==> src/rtl/pkt_fifo_pkg.sv <==
package pkt_fifo_pkg;
  typedef enum logic {
    DIR_RX = 1'b0,
    DIR_TX = 1'b1
  } dir_e;
endpackage

==> src/rtl/pfq_mem.sv <==
// Simple dual-port byte storage with registered read, suitable for block RAM.
module pfq_mem #(
  parameter int DW    = 8,
  parameter int DEPTH = 32,
  localparam int AW   = $clog2(DEPTH)
) (
  input  logic          clk,
  input  logic          we,
  input  logic [AW-1:0] waddr,
  input  logic [DW-1:0] wdata,
  input  logic          re,
  input  logic [AW-1:0] raddr,
  output logic [DW-1:0] rdata
);
  logic [DW-1:0] store [DEPTH];

  always_ff @(posedge clk) begin
    if (we) store[waddr] <= wdata;
    if (re) rdata <= store[raddr];
  end
endmodule

==> src/rtl/pfq_ctrl.sv <==
// Pointer and occupancy control; blocks pushes at full and pops at empty.
module pfq_ctrl #(
  parameter int DEPTH = 32,
  localparam int AW   = $clog2(DEPTH)
) (
  input  logic          clk,
  input  logic          rst,
  input  logic          clear,
  input  logic          push,
  input  logic          pop,
  output logic          push_ok,
  output logic          pop_ok,
  output logic [AW-1:0] waddr,
  output logic [AW-1:0] raddr,
  output logic [AW:0]   count,
  output logic [AW:0]   count_nxt,
  output logic          full,
  output logic          empty
);
  localparam logic [AW:0] FULL_LVL = (AW+1)'(DEPTH);

  logic [AW-1:0] wptr, rptr;

  assign full    = (count == FULL_LVL);
  assign empty   = (count == '0);
  assign push_ok = push && !clear && !full;
  assign pop_ok  = pop && !clear && !empty;
  assign waddr   = wptr;
  assign raddr   = rptr;

  always_comb begin
    if (clear) count_nxt = '0;
    else       count_nxt = count + (AW+1)'(push_ok) - (AW+1)'(pop_ok);
  end

  always_ff @(posedge clk) begin
    if (rst || clear) begin
      wptr  <= '0;
      rptr  <= '0;
      count <= '0;
    end else begin
      if (push_ok) wptr <= wptr + 1'b1;
      if (pop_ok)  rptr <= rptr + 1'b1;
      count <= count_nxt;
    end
  end
endmodule

==> src/rtl/pfq_irq.sv <==
// Direction-dependent threshold interrupt and terminate request.
module pfq_irq #(
  parameter int DEPTH = 32,
  localparam int AW   = $clog2(DEPTH)
) (
  input  logic          clk,
  input  logic          rst,
  input  logic          clear,
  input  logic          is_tx,
  input  logic [AW-1:0] thr,
  input  logic          pol,
  input  logic          push_ok,
  input  logic          pop_ok,
  input  logic [AW:0]   count_nxt,
  output logic          irq,
  output logic          terminate
);
  localparam logic [AW:0] FULL_LVL = (AW+1)'(DEPTH);

  logic          armed, armed_nxt, lvl, term_nxt;
  logic [AW:0]   tx_limit;

  assign tx_limit = FULL_LVL - {1'b0, thr};

  always_comb begin
    if (clear) armed_nxt = 1'b0;
    else       armed_nxt = armed || (is_tx && (count_nxt > tx_limit));
    if (is_tx) lvl = armed_nxt && (count_nxt <= tx_limit);
    else       lvl = (count_nxt >= {1'b0, thr});
    if (clear)      term_nxt = 1'b0;
    else if (is_tx) term_nxt = pop_ok && (count_nxt == '0);
    else            term_nxt = push_ok && (count_nxt == FULL_LVL);
  end

  always_ff @(posedge clk) begin
    if (rst) begin
      armed     <= 1'b0;
      irq       <= 1'b0;
      terminate <= 1'b0;
    end else begin
      armed     <= armed_nxt;
      irq       <= lvl ^ pol;
      terminate <= term_nxt;
    end
  end
endmodule

==> src/rtl/pkt_fifo_irq.sv <==
module pkt_fifo_irq #(
  parameter int DW      = 8,
  parameter int DEPTH   = 32,
  parameter int THR_RST = 30,
  localparam int AW     = $clog2(DEPTH)
) (
  input  logic          clk,
  input  logic          rst,
  input  logic          mode_tx,
  input  logic          flush,
  input  logic          cfg_wr,
  input  logic [AW-1:0] cfg_thresh,
  input  logic          cfg_pol,
  input  logic          host_wr,
  input  logic [DW-1:0] host_wdata,
  input  logic          host_rd,
  input  logic          radio_push,
  input  logic [DW-1:0] radio_wdata,
  input  logic          radio_pop,
  output logic [DW-1:0] rd_data,
  output logic [AW:0]   fill_count,
  output logic          irq,
  output logic          terminate,
  output logic          ovf_flag,
  output logic          unf_flag
);
  import pkt_fifo_pkg::*;

  dir_e          dir, mode_q;
  logic [AW-1:0] thr_q;
  logic          pol_q;
  logic          clear, push_req, pop_req, push_ok, pop_ok, full, empty;
  logic [DW-1:0] push_data, mem_q;
  logic [AW-1:0] waddr, raddr;
  logic [AW:0]   count_nxt;
  logic          rd_zero;

  assign dir       = dir_e'(mode_tx);
  assign clear     = flush || (dir != mode_q);
  assign push_req  = (dir == DIR_TX) ? host_wr    : radio_push;
  assign push_data = (dir == DIR_TX) ? host_wdata : radio_wdata;
  assign pop_req   = (dir == DIR_TX) ? radio_pop  : host_rd;

  always_ff @(posedge clk) begin
    if (rst) begin
      mode_q   <= DIR_RX;
      thr_q    <= AW'(THR_RST);
      pol_q    <= 1'b0;
      ovf_flag <= 1'b0;
      unf_flag <= 1'b0;
      rd_zero  <= 1'b1;
    end else begin
      mode_q <= dir;
      if (cfg_wr) begin
        thr_q <= cfg_thresh;
        pol_q <= cfg_pol;
      end
      if (clear) begin
        ovf_flag <= 1'b0;
        unf_flag <= 1'b0;
      end else begin
        if ((dir == DIR_TX) && host_wr && full)  ovf_flag <= 1'b1;
        if ((dir == DIR_RX) && host_rd && empty) unf_flag <= 1'b1;
        if (pop_req) rd_zero <= !pop_ok;
      end
    end
  end

  assign rd_data = rd_zero ? '0 : mem_q;

  pfq_ctrl #(.DEPTH(DEPTH)) u_ctrl (
    .clk       (clk),
    .rst       (rst),
    .clear     (clear),
    .push      (push_req),
    .pop       (pop_req),
    .push_ok   (push_ok),
    .pop_ok    (pop_ok),
    .waddr     (waddr),
    .raddr     (raddr),
    .count     (fill_count),
    .count_nxt (count_nxt),
    .full      (full),
    .empty     (empty)
  );

  pfq_mem #(.DW(DW), .DEPTH(DEPTH)) u_mem (
    .clk   (clk),
    .we    (push_ok),
    .waddr (waddr),
    .wdata (push_data),
    .re    (pop_ok),
    .raddr (raddr),
    .rdata (mem_q)
  );

  pfq_irq #(.DEPTH(DEPTH)) u_irq (
    .clk       (clk),
    .rst       (rst),
    .clear     (clear),
    .is_tx     (dir == DIR_TX),
    .thr       (thr_q),
    .pol       (pol_q),
    .push_ok   (push_ok),
    .pop_ok    (pop_ok),
    .count_nxt (count_nxt),
    .irq       (irq),
    .terminate (terminate)
  );
endmodule

==> config.mk <==
export PLATFORM = sky130hd
export DESIGN_NAME = pkt_fifo_irq
export DESIGN_NICKNAME = d
export VERILOG_FILES = /design/src/rtl/pkt_fifo_pkg.sv /design/src/rtl/pfq_mem.sv /design/src/rtl/pfq_ctrl.sv /design/src/rtl/pfq_irq.sv /design/src/rtl/pkt_fifo_irq.sv
export SDC_FILE = /design/constraint.sdc
export NUM_CORES = 1
export LEC_CHECK = 0
export BUFFER_PORTS_ARGS = -buffer_cell sky130_fd_sc_hd__clkbuf_2
export CORE_MARGIN = 8
export CORE_UTILIZATION = 62
export CTS_BUF_LIST = sky130_fd_sc_hd__clkbuf_2 sky130_fd_sc_hd__clkbuf_4 sky130_fd_sc_hd__clkbuf_8
export DETAILED_ROUTE_END_ITERATION = 8
export HOLD_SLACK_MARGIN = 0.03
export PLACE_DENSITY = 0.87
export SLEW_MARGIN = 40
export SYNTH_ARGS = -nofsm -noshare
export SYNTH_HDL_FRONTEND = slang
export SYNTH_HIERARCHICAL = 1
export SYNTH_SLANG_ARGS = --single-unit
==> constraint.sdc <==
create_clock -name clk -period 5.5 [get_ports clk]
set_clock_uncertainty 0.1 [all_clocks]
set_input_delay 0.55 -clock clk [delete_from_list [all_inputs] [get_ports clk]]
set_output_delay 0.55 -clock clk [all_outputs]
set_load 0.01 [all_outputs]
# Word level (Yosys, flattened, before mapping)
# Memory sizes are Yosys's and may differ from the RTL's. A register that Yosys moved wholly into a read port is not among the register bits.
# Index checks and enable logic that the tools add are counted.
[word_totals]
out_inout_bits = 18
regBits = 29
inputBits = 31
ramBits = 256
mem_count = 1
word_cells = 60
[op_classes]
n_eq_ne = 3
n_reduce_logical = 23
order_cmp = 3
n_mux = 10
n_bitwise = 3
n_addsub = 5
[memory_table]
columns = ["name", "words", "width", "rd", "rd_clocked_by_memory_dff", "write_ports", "line_no", "source"]
rows = [
  ["u_mem.store", 32, 8, 1, 1, 1, "pfq_mem.sv:15", "logic [DW-1:0] store [DEPTH];"],
]
[ops]
columns = ["cell", "count"]
rows = [
  ["two-way mux 8 bit", 2],
  ["== test 6 bit, second input constant", 2],
  ["logical AND 1 bit", 12],
  ["zero test 6 bit", 2],
  ["adder 5 x 1 -> 5 bit, second input constant", 2],
  ["two-way mux 1 bit", 7],
  ["adder 6 x 1 -> 6 bit", 1],
  ["greater-or-equal comparator 6 x 5 -> 1 bit", 1],
  ["greater-than comparator 6 bit", 1],
  ["less-or-equal comparator 6 bit", 1],
  ["two-way mux 6 bit", 1],
  ["subtractor 6 x 1 -> 6 bit", 1],
  ["subtractor 6 x 5 -> 6 bit, first input constant", 1],
  ["zero test 1 bit", 4],
  ["logical OR 1 bit", 3],
  ["inverter 1 bit", 2],
  ["AND reduction 2 bit", 1],
  ["OR reduction 2 bit", 1],
  ["!= test 1 bit", 1],
  ["XOR 1 bit", 1],
]

# Logic depth before layout (Yosys ltp)
[logic_depth]
ltp_word = 15
depth_mapped = 19
ltp_nobuf = 18

# Cells and area by module
# Netlist, hierarchy kept.
[by_module_without_submodules]
columns = ["module", "cells_per_inst", "seq_area_each_um2", "area_each_um2", "instances"]
rows = [
  ["pfq_mem", 417, 7927.6, 10133.5, 1],
  ["pfq_ctrl", 100, 320.3, 920.9, 1],
  ["pkt_fifo_irq", 60, 200.2, 571.8, 1],
  ["pfq_irq", 56, 60.1, 439.2, 1],
]

# Worst setup path before layout
# Ideal clock, no wire load.
[synth_path]
path_type = "input-to-reg"
start = "in mode_tx"
end = "reg u_irq.irq"
arrival_ns = 4.639
slack_ns = 0.691
required_time_ns = 5.330
path_stages = 17
cell_sequence = "buf_6 > or2_1 > a21o_1 > nand2b_1 > nor2_1 > ha_1 > inv_1 > ha_1 > a21o_1 > and3_2 > or3_1 > a21oi_1 > ha_1 > a21boi_1 > o31a_1 > or4_1 > a21oi_1"
[synth_lines]
columns = ["item", "line_no", "source"]
rows = [
  ["from (decl)", "pkt_fifo_irq.sv:9", "input logic mode_tx,"],
  ["!= test 1 bit *", "pkt_fifo_irq.sv:39", "assign clear = flush || (dir != mode_q);"],
  ["logical OR 1 bit *", "pkt_fifo_irq.sv:39", ""],
  ["named net clear", "pkt_fifo_irq.sv:32", "logic clear, push_req, pop_req, push_ok, pop_ok, full, empty;"],
  ["zero test 1 bit *", "pfq_ctrl.sv:27", "assign pop_ok = pop && !clear && !empty;"],
  ["logical AND 1 bit * (2 in a row)", "pfq_ctrl.sv:27", ""],
  ["named net pop_ok", "pkt_fifo_irq.sv:32", ""],
  ["subtractor 6 x 1 -> 6 bit *", "pfq_ctrl.sv:33", "else count_nxt = count + (AW+1)'(push_ok) - (AW+1)'(pop_ok);"],
  ["two-way mux 6 bit *", "pfq_ctrl.sv:32", "if (clear) count_nxt = '0;"],
  ["named net count_nxt[5]", "pkt_fifo_irq.sv:35", "logic [AW:0] count_nxt;"],
  ["greater-than comparator 6 bit", "pfq_irq.sv:27", "else armed_nxt = armed || (is_tx && (count_nxt > tx_limit));"],
  ["logical AND 1 bit", "pfq_irq.sv:27", ""],
  ["logical OR 1 bit", "pfq_irq.sv:27", ""],
  ["two-way mux 1 bit", "pfq_irq.sv:26", "if (clear) armed_nxt = 1'b0;"],
  ["logical AND 1 bit", "pfq_irq.sv:28", "if (is_tx) lvl = armed_nxt && (count_nxt <= tx_limit);"],
  ["two-way mux 1 bit *", "pfq_irq.sv:28", ""],
  ["XOR 1 bit *", "pfq_irq.sv:42", "irq <= lvl ^ pol;"],
  ["to (signal assigned)", "pfq_irq.sv:42", ""],
  ["to (decl)", "pfq_irq.sv:15", "output logic irq,"],
]
# The timed path passes the listed nets; every way through them passes the cells marked *.
# A chain may end at the register's enable or synchronous reset.

# Worst setup path in the final report
[layout_path]
start = "reg u_ctrl.count[2]"
end = "reg u_irq.irq"
[layout_lines]
columns = ["item", "line_no", "source"]
rows = [
  ["from (decl)", "pfq_ctrl.sv:15", "output logic [AW:0] count,"],
  ["from (signal assigned)", "pfq_ctrl.sv:44", "count <= count_nxt;"],
  ["zero test 6 bit *", "pfq_ctrl.sv:25", "assign empty = (count == '0);"],
  ["named net empty", "pkt_fifo_irq.sv:32", ""],
  ["zero test 1 bit *", "pfq_ctrl.sv:27", ""],
  ["logical AND 1 bit *", "pfq_ctrl.sv:27", ""],
  ["named net pop_ok", "pkt_fifo_irq.sv:32", ""],
  ["subtractor 6 x 1 -> 6 bit *", "pfq_ctrl.sv:33", ""],
  ["two-way mux 6 bit *", "pfq_ctrl.sv:32", ""],
  ["named net count_nxt[4]", "pkt_fifo_irq.sv:35", ""],
  ["greater-than comparator 6 bit", "pfq_irq.sv:27", ""],
  ["logical AND 1 bit", "pfq_irq.sv:27", ""],
  ["logical OR 1 bit", "pfq_irq.sv:27", ""],
  ["two-way mux 1 bit", "pfq_irq.sv:26", ""],
  ["logical AND 1 bit", "pfq_irq.sv:28", ""],
  ["two-way mux 1 bit *", "pfq_irq.sv:28", ""],
  ["XOR 1 bit *", "pfq_irq.sv:42", ""],
]
# Marked as above.

==> results by group <==
Detailed routing
  – Routed wl met3: 2070 µm
  – M1 WL: 9400 µm
  – First DRT Iteration DRCs: 586
  – Vias: 6294
  – Vias per cell: 6.25
  – WL met2: 12500 µm
  – Initial DRT Pass Iterations: 6
  – Uppermost layer routed: met4
  – Antenna-violating nets left: 0
  – Post-Route WL: 24700 µm
  – Drt drc: 0
  – WL/cell: 24.6 µm

Floorplan
  – Full die area: 24200 µm²
  – Die width: 156 µm
  – Initial core utilization: 62.6%
  – Vert. Die Dim: 156 µm
  – IO Count: 49
  – # rows: 51
  – Core Box Area: 19300 µm²

Critical path
  – Most common cell on crit path: ha_1
  – CP Cell Sequence: inv_1 > ha_1 > nor4bb_1 > buf_4 > nor2_1 > ha_1 > inv_1 > ha_1 > fa_1 > a21oi_1 > o21bai_1 > xnor2_1 > nor2_1 > ha_1 > a21oi_2 > a21boi_1 > o31a_1 > or4_1 > a21oi_1
  – Critical path's slowest cell: or4_1
  – CP peak stage delay: 0.50 ns
  – CP delay by family, top: adder cells
  – Critical path buffer and inverter count: 3
  – CP Data Required Time: 5.87 ns
  – Startpoint types: flop
  – Critical Path Sink Type: flop
  – WP data arrival: 4.69 ns
  – CP max FO: 6
  – Crit Path Category: flop to flop

Clock network
  – TritonCTS Buffers: 46
  – Sink Count: 293
  – PostCTS Resize Cnt: 0
  – CTS tree: done
  – Post-CTS setup buffer count: 0
  – Worst-Skew Late Latency: 0.55 ns
  – Reg clk slew, reported paths: 0.06 ns
  – Max clock buf depth: 3
  – H-tree levels: 2
  – CTS Hold Bufs: 0
  – Clk root buf: clkbuf_8

Synthesis
  – Post-synth ARST share: 0%
  – FF+latch count, synth: 293
  – Synth unique cells: 51
  – Number of synthesized flops with an enable pin: 264
  – Register area share after synthesis: 70.5%
  – Syn_area_per_cell: 19.1 µm²
  – Mapped Nets: 687
  – Warnings, synthesis: 6
  – Syn Inst Count: 633
  – Syn Std Cell Area: 12100 µm²
  – Ys flop type: edfxtp_1

GRT
  – Vias in the first global route: 6466
  – Initial antenna violation count: 0
  – All-layer global routing usage: 20.8%
  – Pin count of the biggest net entering global routing: 38
  – First-pass GRT wire length: 37300 µm
  – Grt ovf: 0

Timing
  – Hold Violations, Final: 0
  – Max-slew headroom: 43.3%
  – Worst Tran Pin Value: 0.851 ns
  – Fmax: 232 MHz
  – Final Setup Violations: 0
  – Final Max Slew Viols: 0
  – Unrepaired setup endpoints after global routing: no
  – Min Hold Slack: 0.117 ns
  – Final cycle utilization of the critical path: 78.4%
  – Setup tns final: 0 ns
  – Fin crit period: 4.31 ns

Run
  – Max_cap viols: 0

Finish
  – Syn-to-layout area delta: 11.3%
  – Area of the multi-input gates: 3350 µm²
  – ANT cells: 0
  – Fillers: 1188
  – Flip-flop and latch area: 8510 µm²
  – Layout cells sized above 1: 32.1%
  – Final nets: 765

Power
  – Pwr Density: 319 nW/µm²
  – Maximum VDD drop: 249 µV
  – P_leak: 0.00430 µW

Run status
  – Outcome: finished clean

Min path
  – HP Class: input pin to flop

Placement
  – Detail Placement HPWL: 16200 µm
  – IO buf count: 48
  – GP Congestion: 0.836
## state kept, by name, indices dropped and copies added (netlist names)
name and count:
u_irq/armed 1, thr_q 5, rd_zero 1, unf_flag 1
mode_q 1, u_ctrl/raddr 5, u_irq/terminate 1, u_irq/irq 1
u_ctrl/count 6, u_mem/store 256, ovf_flag 1, pol_q 1
u_mem/rdata 8, u_ctrl/waddr 5
## cells by family after synthesis
| kind of cell | after synthesis | share of synthesized area (%) |
|---|---|---|
| AO/OA/AOI/OAI | 32 | 1.85 |
| buffers and inverters | 45 | 1.74 |
| flip-flops | 293 | 70.5 |
| adder cells (fa/ha/maj) | 23 | 2.45 |
| XOR/XNOR | 14 | 1.02 |
| AND/OR/NAND/NOR | 124 | 5.49 |
| multiplexers | 102 | 16.9 |
## routing by layer
layer / vias to the layer above / global-route usage, %
met5: - / 0.431
met4: 0 / 7.72
met3: 65 / 5.41
met2: 292 / 34.6
met1: 3243 / 25.9
li1: 2694 / -
## worst paths after layout
check                        startpoint                     end  slack (ns)  cells after the start
max reg2reg  u_ctrl/count[2]$_SDFF_PP0_    u_irq/irq$_SDFF_PP0_        1.19                     19
min                       cfg_thresh[4]   thr_q[4]$_SDFFE_PP1P_        0.12                      2
min reg2reg      u_irq/armed$_SDFF_PP0_  u_irq/armed$_SDFF_PP0_        0.40                      2
max          u_ctrl/count[2]$_SDFF_PP0_    u_irq/irq$_SDFF_PP0_        1.19                     19
## cells in the final DEF, fill, tap and decap left out, types with 2 or more instances in the layout
cell type / n
nor3_1: 6
mux4_2: 80
a211o_1: 5
clkinv_1: 9
dfxtp_2: 2
buf_4: 9
nand3_1: 10
nand2b_1: 2
dfxtp_1: 26
nor2_1: 54
xnor2_1: 13
a21oi_1: 8
nor4b_1: 2
or3b_2: 3
clkbuf_4: 15
o21ai_0: 4
edfxtp_1: 264
ha_1: 22
nand3b_1: 6
a31oi_1: 3
clkbuf_8: 46
a21oi_2: 2
clkinv_2: 7
nor2b_1: 19
or3_1: 2
clkbuf_2: 48
mux2_2: 18
inv_1: 18
a21o_1: 2
mux2i_1: 4
nor4bb_1: 2
nand2_1: 6
## stage by stage
stage | power [µW] | cells | setup WS [ns] | utilization [%] | instance area [µm²]
CTS | 4320 | 1007 | 1.19 | 69.6 | 13400
global route | 4430 | 1007 | 0.845 | 69.7 | 13400
finish | 4290 | 1007 | 1.19 | 69.7 | 13400
global placement | 2610 | 928 | 1.09 | 65.2 | 12600
detailed placement | 2620 | 928 | 0.888 | 65.2 | 12600
floorplan | 2570 | 633 | 0.691 | - | 12100
## power breakdown
part	internal, µW	switching (µW)
clock	927	788
combinational	37.6	84.0
sequential	2450	4.10
## cells in the mapped netlist, types with 3 or more instances
master / n / area [µm²]
nor2_1: 55 / 206
mux2i_1: 4 / 40.0
a211o_1: 5 / 43.8
dfxtp_1: 29 / 581
nand2_1: 6 / 22.5
nand3_1: 10 / 50.1
buf_2: 3 / 15.0
mux2_2: 18 / 203
nor3_1: 6 / 30.0
buf_1: 6 / 22.5
buf_4: 6 / 45.0
inv_1: 18 / 67.6
ha_1: 22 / 275
a31oi_1: 3 / 18.8
or3b_2: 3 / 26.3
clkbuf_1: 10 / 37.5
edfxtp_1: 264 / 7930
nor2b_1: 19 / 119
o21ai_0: 4 / 20.0
mux4_2: 80 / 1800
xnor2_1: 13 / 114
a21oi_1: 8 / 40.0
nand3b_1: 6 / 45.0
## area by class of cell
cell class | count | share of cell area (%)
inverters | 18 | 0.503
flip-flops and latches | 293 | 63.4
repair buffers | 57 | 2.29
well taps | 265 | 2.47
clock buffers | 61 | 5.56
clock inverters | 18 | 0.802
multi-input cells | 295 | 25.0
## worst reg2reg max path, stage by stage, from the launching register on
cell and delay, ns:
dfxtp_1 0.32, inv_1 0.08, ha_1 0.18, nor4bb_1 0.27
buf_4 0.18, nor2_1 0.07, ha_1 0.29, inv_1 0.04
ha_1 0.20, fa_1 0.41, a21oi_1 0.14, o21bai_1 0.08
xnor2_1 0.24, nor2_1 0.13, ha_1 0.36, a21oi_2 0.13
a21boi_1 0.07, o31a_1 0.30, or4_1 0.50, a21oi_1 0.15
No activity file was read; power rests on OpenSTA's default activity.
